[src/rtl/ringwalk_pkg.sv]
package ringwalk_pkg;
  localparam int NIB_W = 4;
  localparam int IDX_W = NIB_W + 2;
  localparam int LEN_W = 12;
  localparam int CNT_W = 16;
  localparam int BASE_LO = 10;

  localparam logic [2:0] RA_RXIDX  = 3'd0;
  localparam logic [2:0] RA_TXIDX  = 3'd1;
  localparam logic [2:0] RA_BASE0  = 3'd2;
  localparam logic [2:0] RA_BASE1  = 3'd3;
  localparam logic [2:0] RA_BASE2  = 3'd4;
  localparam logic [2:0] RA_SIZE   = 3'd5;
  localparam logic [2:0] RA_PROMPT = 3'd6;

  typedef enum logic [2:0] {
    ST_IDLE, ST_RD0, ST_RD1, ST_OFFER, ST_WAIT, ST_WB
  } walkState_t;

  typedef struct packed {
    logic latchW0;
    logic latchW1;
    logic latchDone;
    logic advance;
    logic selTx;
    logic wordSel;
  } walkStrobe_t;
endpackage

[src/rtl/ringwalk_dp.sv]
module ringwalk_dp
  import ringwalk_pkg::*;
(
  input  logic              clk,
  input  logic              rstN,
  input  logic              regWrEn,
  input  logic [2:0]        regAddr,
  input  logic [7:0]        regWrData,
  output logic [7:0]        regRdData,
  output logic              promptPulse,
  input  walkStrobe_t       stb,
  input  logic [31:0]       memRdata,
  output logic [31:0]       memAddr,
  output logic [31:0]       memWdata,
  input  logic [7:0]        doneStatus,
  input  logic [CNT_W-1:0]  doneCount,
  output logic [LEN_W-1:0]  slotLen,
  output logic [31:0]       slotBufAddr,
  output logic [7:0]        slotCtrl,
  output logic              ownBit,
  output logic              txEventReq
);
  logic [7:0]       baseLo, baseMid, sizeReg, doneStat;
  logic [5:0]       baseHi;
  logic [IDX_W-1:0] rxIdx, txIdx, rxMask, txMask, nextRx, nextTx, curIdx;
  logic [31:0]      word0, word1;
  logic [CNT_W-1:0] doneCnt;
  logic [LEN_W-1:0] satLen;
  logic             sizeWr;

  assign rxMask = {sizeReg[NIB_W-1:0], 2'b11};
  assign txMask = {sizeReg[2*NIB_W-1:NIB_W], 2'b11};
  assign nextRx = (rxIdx + IDX_W'(1)) & rxMask;
  assign nextTx = (txIdx + IDX_W'(1)) & txMask;
  assign curIdx = stb.selTx ? txIdx : rxIdx;
  assign sizeWr = regWrEn && (regAddr == RA_SIZE);
  assign promptPulse = regWrEn && (regAddr == RA_PROMPT) && regWrData[0];

  always_ff @(posedge clk) begin
    if (!rstN) begin
      baseLo <= '0; baseMid <= '0; baseHi <= '0; sizeReg <= '0;
      rxIdx <= '0; txIdx <= '0; word0 <= '0; word1 <= '0;
      doneStat <= '0; doneCnt <= '0;
    end else begin
      if (stb.latchW0) word0 <= memRdata;
      if (stb.latchW1) word1 <= memRdata;
      if (stb.latchDone) begin
        doneStat <= doneStatus;
        doneCnt  <= doneCount;
      end
      if (regWrEn) begin
        case (regAddr)
          RA_BASE0: baseLo  <= regWrData;
          RA_BASE1: baseMid <= regWrData;
          RA_BASE2: baseHi  <= regWrData[5:0];
          RA_SIZE:  sizeReg <= regWrData;
          default: ;
        endcase
      end
      if (sizeWr) begin
        rxIdx <= '0;
        txIdx <= '0;
      end else if (stb.advance) begin
        if (stb.selTx) txIdx <= nextTx;
        else           rxIdx <= nextRx;
      end
    end
  end

  always_comb begin
    case (regAddr)
      RA_RXIDX: regRdData = {{(8-IDX_W){1'b0}}, rxIdx};
      RA_TXIDX: regRdData = {{(8-IDX_W){1'b0}}, txIdx};
      RA_BASE0: regRdData = baseLo;
      RA_BASE1: regRdData = baseMid;
      RA_BASE2: regRdData = {2'b00, baseHi};
      RA_SIZE:  regRdData = sizeReg;
      default:  regRdData = 8'h00;
    endcase
  end

  assign memAddr = {baseHi, baseMid, baseLo, stb.selTx, curIdx, stb.wordSel, 2'b00};
  assign satLen  = (|doneCnt[CNT_W-1:LEN_W]) ? {LEN_W{1'b1}} : doneCnt[LEN_W-1:0];
  assign memWdata = stb.selTx
    ? {1'b0, word0[30:25], doneStat[0], word0[23:0]}
    : {doneStat & 8'h7E, word0[23:16], {(16-LEN_W){1'b0}}, satLen};

  assign slotLen     = word0[LEN_W-1:0];
  assign slotCtrl    = word0[31:24];
  assign slotBufAddr = word1;
  assign ownBit      = memRdata[31];
  assign txEventReq  = word0[26];

  // indices never leave the configured ring
  p_rx_in_ring_r8: assert property (@(posedge clk) disable iff (!rstN)
    (rxIdx & ~rxMask) == '0);
  p_tx_in_ring_r8: assert property (@(posedge clk) disable iff (!rstN)
    (txIdx & ~txMask) == '0);
  p_size_clears_r8: assert property (@(posedge clk) disable iff (!rstN)
    sizeWr |=> (rxIdx == '0 && txIdx == '0));
endmodule

[src/rtl/ringwalk_ctrl.sv]
module ringwalk_ctrl
  import ringwalk_pkg::*;
(
  input  logic        clk,
  input  logic        rstN,
  input  logic        memAck,
  input  logic        ownBit,
  input  logic        txEventReq,
  input  logic        promptPulse,
  input  logic        slotReady,
  input  logic        doneValid,
  output walkStrobe_t stb,
  output logic        memReq,
  output logic        memWe,
  output logic        slotValid,
  output logic        evtRxDone,
  output logic        evtTxDone
);
  walkState_t state;
  logic curTx, rxArmed, txArmed;

  always_ff @(posedge clk) begin
    if (!rstN) begin
      state <= ST_IDLE; curTx <= 1'b0;
      rxArmed <= 1'b0; txArmed <= 1'b0;
      evtRxDone <= 1'b0; evtTxDone <= 1'b0;
    end else begin
      evtRxDone <= 1'b0;
      evtTxDone <= 1'b0;
      case (state)
        ST_IDLE: begin
          if (rxArmed) begin
            curTx <= 1'b0; state <= ST_RD0;
          end else if (txArmed) begin
            curTx <= 1'b1; state <= ST_RD0;
          end
        end
        ST_RD0: if (memAck) begin
          if (ownBit) state <= ST_RD1;
          else begin
            if (curTx) txArmed <= 1'b0;
            else       rxArmed <= 1'b0;
            state <= ST_IDLE;
          end
        end
        ST_RD1:   if (memAck)    state <= ST_OFFER;
        ST_OFFER: if (slotReady) state <= ST_WAIT;
        ST_WAIT:  if (doneValid) state <= ST_WB;
        ST_WB: if (memAck) begin
          state     <= ST_IDLE;
          evtRxDone <= !curTx;
          evtTxDone <= curTx && txEventReq;
        end
        default: state <= ST_IDLE;
      endcase
      if (promptPulse) begin
        rxArmed <= 1'b1;
        txArmed <= 1'b1;
      end
    end
  end

  assign memReq    = (state == ST_RD0) || (state == ST_RD1) || (state == ST_WB);
  assign memWe     = (state == ST_WB);
  assign slotValid = (state == ST_OFFER);

  always_comb begin
    stb.latchW0   = (state == ST_RD0) && memAck;
    stb.latchW1   = (state == ST_RD1) && memAck;
    stb.latchDone = (state == ST_WAIT) && doneValid;
    stb.advance   = (state == ST_WB) && memAck;
    stb.selTx     = curTx;
    stb.wordSel   = (state == ST_RD1);
  end

  // an offer is not withdrawn before it is accepted
  p_offer_hold_r5: assert property (@(posedge clk) disable iff (!rstN)
    slotValid && !slotReady |=> slotValid);
  // with both rings parked, the walker stays off the memory port
  p_parked_quiet_r4: assert property (@(posedge clk) disable iff (!rstN)
    (state == ST_IDLE && !rxArmed && !txArmed) |=> !memReq);
  // event pulses are single-cycle and exclusive
  p_evt_excl_r10: assert property (@(posedge clk) disable iff (!rstN)
    !(evtRxDone && evtTxDone));
  p_evt_pulse_r10: assert property (@(posedge clk) disable iff (!rstN)
    (evtRxDone || evtTxDone) |=> !(evtRxDone || evtTxDone));
endmodule

[src/rtl/ring_slot_walker.sv]
module ring_slot_walker
  import ringwalk_pkg::*;
(
  input  logic              clk,
  input  logic              rstN,
  input  logic              regWrEn,
  input  logic [2:0]        regAddr,
  input  logic [7:0]        regWrData,
  output logic [7:0]        regRdData,
  output logic              memReq,
  output logic              memWe,
  output logic [31:0]       memAddr,
  output logic [31:0]       memWdata,
  input  logic [31:0]       memRdata,
  input  logic              memAck,
  output logic              slotValid,
  input  logic              slotReady,
  output logic              slotIsTx,
  output logic [LEN_W-1:0]  slotLen,
  output logic [31:0]       slotBufAddr,
  output logic [7:0]        slotCtrl,
  input  logic              doneValid,
  input  logic [7:0]        doneStatus,
  input  logic [CNT_W-1:0]  doneCount,
  output logic              evtRxDone,
  output logic              evtTxDone
);
  walkStrobe_t stb;
  logic ownBit, txEventReq, promptPulse;

  ringwalk_ctrl ctrl_i (
    .clk(clk), .rstN(rstN), .memAck(memAck), .ownBit(ownBit),
    .txEventReq(txEventReq), .promptPulse(promptPulse),
    .slotReady(slotReady), .doneValid(doneValid), .stb(stb),
    .memReq(memReq), .memWe(memWe), .slotValid(slotValid),
    .evtRxDone(evtRxDone), .evtTxDone(evtTxDone)
  );

  ringwalk_dp dp_i (
    .clk(clk), .rstN(rstN), .regWrEn(regWrEn), .regAddr(regAddr),
    .regWrData(regWrData), .regRdData(regRdData), .promptPulse(promptPulse),
    .stb(stb), .memRdata(memRdata), .memAddr(memAddr), .memWdata(memWdata),
    .doneStatus(doneStatus), .doneCount(doneCount), .slotLen(slotLen),
    .slotBufAddr(slotBufAddr), .slotCtrl(slotCtrl), .ownBit(ownBit),
    .txEventReq(txEventReq)
  );

  assign slotIsTx = stb.selTx;

  // a pending request keeps its address and direction until acknowledged
  p_req_stable_r3: assert property (@(posedge clk) disable iff (!rstN)
    memReq && !memAck |=> memReq && $stable(memAddr) && $stable(memWe));
  // every writeback releases ownership and targets word 0
  p_wb_release_r6: assert property (@(posedge clk) disable iff (!rstN)
    memReq && memWe |-> !memWdata[31] && memAddr[2:0] == 3'b000);
endmodule

[config.mk]
export PLATFORM = sky130hd
export DESIGN_NAME = ring_slot_walker
export DESIGN_NICKNAME = d
export VERILOG_FILES = /design/src/rtl/ringwalk_pkg.sv /design/src/rtl/ringwalk_dp.sv /design/src/rtl/ringwalk_ctrl.sv /design/src/rtl/ring_slot_walker.sv
export SDC_FILE = /design/constraint.sdc
export NUM_CORES = 1
export LEC_CHECK = 0
export ABC_CLOCK_PERIOD_IN_PS = 3150
export BUFFER_PORTS_ARGS = -buffer_cell sky130_fd_sc_hd__buf_2
export CORE_MARGIN = 2
export CORE_UTILIZATION = 55
export DETAILED_ROUTE_END_ITERATION = 7
export HOLD_SLACK_MARGIN = 0.06
export PLACE_DENSITY = 0.95
export SLEW_MARGIN = 20
export SYNTH_ARGS = -nofsm -noshare
export SYNTH_HDL_FRONTEND = slang
export SYNTH_SLANG_ARGS = --single-unit
[constraint.sdc]
create_clock -name clk -period 3.15 [get_ports clk]
set_input_delay 0.63 -clock clk [delete_from_list [all_inputs] [get_ports clk]]
set_output_delay 0.63 -clock clk [all_outputs]
set_load 0.02 [all_outputs]
==> results of run 1 <==
==> worst max-delay path by stage <==
stage	slack [ns]	start	end	depth (start not counted)
4_1_cts	0.60	regAddr[0]	regRdData[1]	5
3_3_place_gp	0.64	regAddr[0]	regRdData[1]	5
2_1_floorplan	0.88	regAddr[0]	regRdData[6]	4
3_5_place_dp	0.61	regAddr[0]	regRdData[1]	5
6_report	0.59	regAddr[0]	regRdData[1]	5
5_1_grt	0.53	regAddr[0]	regRdData[1]	5
==> cells in the mapped netlist, types with 12 or more instances <==
cell type and count:
nor2_1 17, a21boi_1 53, buf_2 13, o22a_1 12, a21boi_0 53, a21oi_1 12
clkbuf_1 25, nor2b_1 17, mux2i_1 34, mux2_2 13, buf_4 40, nand2_1 222
dfxtp_1 137, nand3_1 12
==> stage by stage <==
stage	std cells	hold slack (ns)	power [mW]	utilization [%]	instance area, sq um
CTS	1041	0.4386	4.022	67.85	7681
global placement	1009	0.4374	2.090	62.71	7099
finish	1042	0.4475	4.001	67.89	7686
global route	1042	0.4538	4.135	67.89	7686
detailed placement	1009	0.4424	2.096	62.71	7099
floorplan	742	0.4305	1.999	-	6351
==> per-layer routing <==
layer | vias to the layer above | wire length, um | GRT usage, %
met4 | 0 | 350 | 10.86
met1 | 2643 | 6779 | 31.36
met2 | 216 | 8061 | 44.63
met5 | - | 0 | 0
li1 | 2736 | - | -
met3 | 31 | 1053 | 6.750
==> layout make-up <==
class | instances | area [sq um]
antenna | 1 | 2.502
clock buffer | 20 | 456.7
clock inverter | 12 | 125.1
fill | 911 | 3635
inverter | 6 | 22.52
multi-input combinational | 518 | 3102
sequential | 137 | 2743
tap | 143 | 178.9
timing repair buffer | 205 | 1056
==> where the power goes <==
group	internal, mW	switching [mW]	leakage [nW]
Clock	1.20	0.740	0.282
Combinational	0.112	0.166	1.86
Sequential	1.76	0.0240	1.11
==> sequential cells by signal (all words and copies together), names as in the netlist <==
name / cells
dp_i.doneStat: 7
dp_i.slotBufAddr: 32
ctrl_i.state: 3
ctrl_i.curTx: 1
dp_i.baseLo: 8
dp_i.doneCnt: 16
dp_i.rxIdx: 6
dp_i.baseHi: 6
dp_i.baseMid: 8
ctrl_i.txArmed: 1
ctrl_i.rxArmed: 1
dp_i.sizeReg: 8
ctrl_i.evtRxDone: 1
ctrl_i.evtTxDone: 1
dp_i.txIdx: 6
dp_i.word0: 32
==> kinds of logic (layout without fill, tap and decap cells) <==
family,count (synthesis),after routing,share of synthesized area (%)
other cells,1,4,0.05911
buf+inv,87,243,8.126
simple gates,312,312,22.15
mux,49,49,8.383
flops,137,137,43.23
fa+ha+maj,2,2,0.3944
xor+xnor,2,2,0.2762
compound gates,150,150,17.38
==> worst min-delay path: cells and delay by family (launching register included) <==
| kind | cells | cell delay, ns |
|---|---|---|
| flops | 1 | 0.30 |
| simple gates | 1 | 0.05 |
| compound gates | 1 | 0.05 |
==> impl_metrics.env, run 1 <==
export IMPL_status="finished clean"
export IMPL_path_max_fanout=23
export IMPL_hp_class="reg -> reg"
export IMPL_drt_total_wl_um=16240
export IMPL_fin_worst_skew_ns=0.006556
export IMPL_async_reset_ff_share_pct=0
export IMPL_layout_commonest_cell="nand2_1"
export IMPL_dp_slack_ns=0.6104
export IMPL_io_pins=203
export IMPL_clockBufferDepth=2
export IMPL_hold_end="dp_i.doneStat[2]"
export IMPL_cp_start_kind="input port"
export IMPL_antenna_found_initial=1
export IMPL_holdBufCountCts=0
export IMPL_first_global_vias=5341
export IMPL_rr_worst_depth=4
export IMPL_grt_max_degree=68
export IMPL_ys_types=48
export IMPL_grt_usage_pct=26.12
export IMPL_crit_top_cell="buf_2"
export IMPL_dr_pass1_iters=5
export IMPL_synth_seq_cells=137
export IMPL_synth_top_area_share_pct=43.23
export IMPL_tightest_slew_ns=0.9846
export IMPL_syn_avg_cell_area_sq_um=8.572
export IMPL_p_leak_nw=3.243
export IMPL_fin_ws_ns=0.5851
export IMPL_final_nets=960
export IMPL_timing_worst_setup_path_type="in -> out"
export IMPL_hold_viol_final=0
export IMPL_cts_root_buf="clkbuf_16"
export IMPL_syn_inst=740
export IMPL_num_vias=5626
export IMPL_timing_fmax_mhz=389.9
export IMPL_core_area_sq_um=11320
export IMPL_ys_seq_area_share_pct=43.23
export IMPL_synthTopCellsByArea="dfxtp_1, nand2_1, a21boi_0"
export IMPL_vdd_drop_max_mv=0.4056
export IMPL_die_width_um=111.4
export IMPL_ys_warn_count=0
export IMPL_powerDensity_nw_per_um2=520.6
export IMPL_critPathArrivalTime_ns=1.93
export IMPL_grt_pass1_wl_um=26310
export IMPL_r2r_end="dp_i.doneCnt[9]"
export IMPL_rsz0062_at_grt="no"
export IMPL_hp_start="dp_i.doneStat[2]"
export IMPL_slowest_delay_ns=0.58
export IMPL_yosys_area_top_type="dfxtp_1"
export IMPL_drv_slew=0
export IMPL_slowest_stage="mux4_2"
export IMPL_clock_latency_ns=0.42
export IMPL_avgRoutedWirePerCell_um=15.59
export IMPL_final_cell_mix="nand2_1, buf_2, dfxtp_1"
export IMPL_dieArea_sq_um=12410
export IMPL_crit_required_ns=2.52
export IMPL_path_buf_inv=3
export IMPL_synthFlopType="dfxtp_1"
export IMPL_post_route_period_util_pct=81.42
export IMPL_htreeDepth=4
export IMPL_setup_viol=0
export IMPL_regToRegSetupSlack_ns=1.04
export IMPL_drv_cap=0
export IMPL_grt_overflow=0
export IMPL_netlist_area_sq_um=6344
export IMPL_tns_ns=0
export IMPL_crit_family="buffers and inverters"
export IMPL_path_clk_slew_ns=0.06
export IMPL_crit_chain="buf_2 > mux4_2 > inv_1 > o22ai_1 > buf_2"
export IMPL_min_path_cells=2
export IMPL_row_count=39
export IMPL_port_buffers=198
export IMPL_r2r_start="ctrl_i.state[2]"
export IMPL_layout_min_cycle_time_ns=2.565
export IMPL_postRouteAntennaNets=0
export IMPL_gp_congestion=0.9910
export IMPL_crit_path_end_kind="output port"
export IMPL_drt_iter0_drc=472
export IMPL_cts_tree="built"
export IMPL_cts_setup_buffers=0
export IMPL_drive_gt1_share_pct=29.18
export IMPL_relSlewSlack_pct=34.16
export IMPL_synth_edf_count=0
export IMPL_post_cts_resize_count=0
export IMPL_initial_core_util_pct=56.03
export IMPL_clock_sinks=137
export IMPL_die_y_um=111.4
export IMPL_cts_buffers=17
export IMPL_post_dp_hpwl_um=11550
export IMPL_syn_to_final_growth_pct=21.16
export IMPL_via_per_inst=5.399
export IMPL_drc_errors=0
(Power assumes the default switching activity.)
==> run 2, diff against run 1 <==
Settings changed: ABC_CLOCK_PERIOD_IN_PS 3150 to 2600, CORE_UTILIZATION 55 to 51, PLACE_DENSITY 0.95 to 0.91.
Clock period 3.15 ns to 2.6 ns, I/O delays scaled along.
==> impl_metrics.env, run 2 (synthesis gave the netlist of run 1 again) <==
export IMPL_power_internal_mw=3.904
export IMPL_drt_iter0_drc=428
export IMPL_cts_buffers=17
export IMPL_drc_errors=0
export IMPL_via_per_inst=5.233
export IMPL_cts_root_buf="clkbuf_16"
export IMPL_fin_cells=1071
export IMPL_first_global_vias=5299
export IMPL_rsz0062_at_grt="no"
export IMPL_cp_start_kind="input port"
export IMPL_drt_total_wl_um=16330
export IMPL_crit_required_ns=2.08
export IMPL_slowest_stage="mux4_2"
export IMPL_path_buf_inv=3
export IMPL_layout_commonest_cell="nand2_1"
export IMPL_port_buffers=198
export IMPL_num_vias=5605
export IMPL_fin_ws_ns=0.2689
export IMPL_hold_viol_final=0
export IMPL_hp_class="in -> reg"
export IMPL_drv_cap=0
export IMPL_p_leak_nw=3.290
export IMPL_grt_usage_pct=24.72
export IMPL_regToRegSetupSlack_ns=0.61
export IMPL_grt_pass1_wl_um=25740
export IMPL_antenna_cells=0
export IMPL_final_nets=965
export IMPL_drive_gt1_share_pct=29.57
export IMPL_cts_tree="built"
export IMPL_status="finished clean"
export IMPL_postRouteAntennaNets=0
export IMPL_critPathArrivalTime_ns=1.81
export IMPL_dp_slack_ns=0.2762
export IMPL_path_max_fanout=23
export IMPL_vdd_drop_max_mv=0.4331
export IMPL_row_count=40
export IMPL_nFillCells=1016
export IMPL_final_cell_mix="nand2_1, buf_2, dfxtp_1"
export IMPL_switching_share_pct=22.93
export IMPL_dieArea_sq_um=13350
export IMPL_grt_max_degree=66
export IMPL_seq_power_share_pct=42.6
export IMPL_clkPwrFrac_pct=50.7
export IMPL_io_pins=203
export IMPL_post_dp_hpwl_um=11650
export IMPL_dp_cells=1039
export IMPL_htreeDepth=4
export IMPL_antenna_found_initial=1
export IMPL_p_sw_mw=1.162
export IMPL_dr_pass1_iters=4
export IMPL_die_width_um=115.5
export IMPL_clockBufferDepth=2
export IMPL_timing_fmax_mhz=429.0
export IMPL_post_route_period_util_pct=89.66
export IMPL_die_y_um=115.5
export IMPL_post_cts_resize_count=0
export IMPL_powerDensity_nw_per_um2=648.1
export IMPL_core_area_sq_um=12060
export IMPL_tns_ns=0
export IMPL_combPwrFrac_pct=6.7
export IMPL_final_core_util_pct=64.80
export IMPL_relSlewSlack_pct=57.55
export IMPL_crit_family="buffers and inverters"
export IMPL_crit_top_cell="buf_2"
export IMPL_clock_latency_ns=0.41
export IMPL_gp_congestion=0.9434
export IMPL_syn_to_final_growth_pct=23.22
export IMPL_fin_worst_skew_ns=0.005062
export IMPL_drv_slew=0
export IMPL_timing_worst_setup_path_type="in -> out"
export IMPL_holdBufCountCts=0
export IMPL_grt_overflow=0
export IMPL_clock_sinks=137
export IMPL_initial_core_util_pct=52.59
export IMPL_crit_chain="buf_2 > mux4_2 > inv_1 > o22ai_1 > buf_2"
export IMPL_crit_path_end_kind="output port"
export IMPL_path_clk_slew_ns=0.06
export IMPL_tightest_slew_ns=0.6368
export IMPL_cts_setup_buffers=0
export IMPL_avgRoutedWirePerCell_um=15.25
export IMPL_slowest_delay_ns=0.57
export IMPL_layout_min_cycle_time_ns=2.331
export IMPL_setup_viol=0
-- run 2: cell count changes in the layout (fill, tap and decap cells not counted), sizes merged --
cell	before	now
buf	205	210
bufinv	2	4
clkbuf	20	18
clkinv	7	5
inv	6	8
diode	1	0
-- run 2: power groups by stage --
stage	clock network (mW)	logic (mW)	registers, mW
after floorplan	0	0.215	2.21
after global placement	0	0.334	2.20
after detailed placement	0	0.339	2.20
after CTS	2.60	0.341	2.16
after global routing	2.69	0.368	2.16
final	2.57	0.341	2.16
-- run 2: cell type report --
| cell class | count | area (sq um) | share of cell area, % |
|---|---|---|---|
| Clock buffer | 18 | 439.2 | 5.619 |
| Timing Repair Buffer | 210 | 1106 | 14.15 |
| Tap cell | 168 | 210.2 | 2.689 |
| Sequential cell | 137 | 2743 | 35.09 |
| Inverter | 6 | 22.52 | 0.2881 |
| Clock inverter | 14 | 196.4 | 2.513 |
| Multi-Input combinational cell | 518 | 3099 | 39.65 |
-- run 2: final timing paths --
kind                                 startpoint               end  cells past startpoint
worst max-delay path                 regAddr[0]      regRdData[1]                      5
worst min-delay path              doneStatus[2]  dp_i.doneStat[2]                      3
worst max register to register  ctrl_i.state[0]     dp_i.word0[1]                      5
worst min register to register   dp_i.word0[24]    dp_i.word0[24]                      2
-- run 2: tightest hold or removal path: stages --
cell and delay, ns:
buf_2 0.09, nand2_1 0.04, a21boi_1 0.05
-- run 2: routing by layer --
layer	share of wire [%]	global-route usage, %	vias to the layer above
met3	7.4	7.427	53
met1	42	30.26	2569
met2	47	39.42	235
met5	0	0	-
met4	3.5	12.85	0
li1	-	-	2748
-- run 2: through the flow --
stage               cell area (sq um)  power [mW]  hold WS [ns]
floorplan                        6351       2.421        0.4305
CTS                              7816       5.104        0.3243
global route                     7816       5.224        0.3330
finish                           7816       5.066        0.3391
detailed placement               7181       2.543        0.4420
global placement                 7181       2.537        0.4366
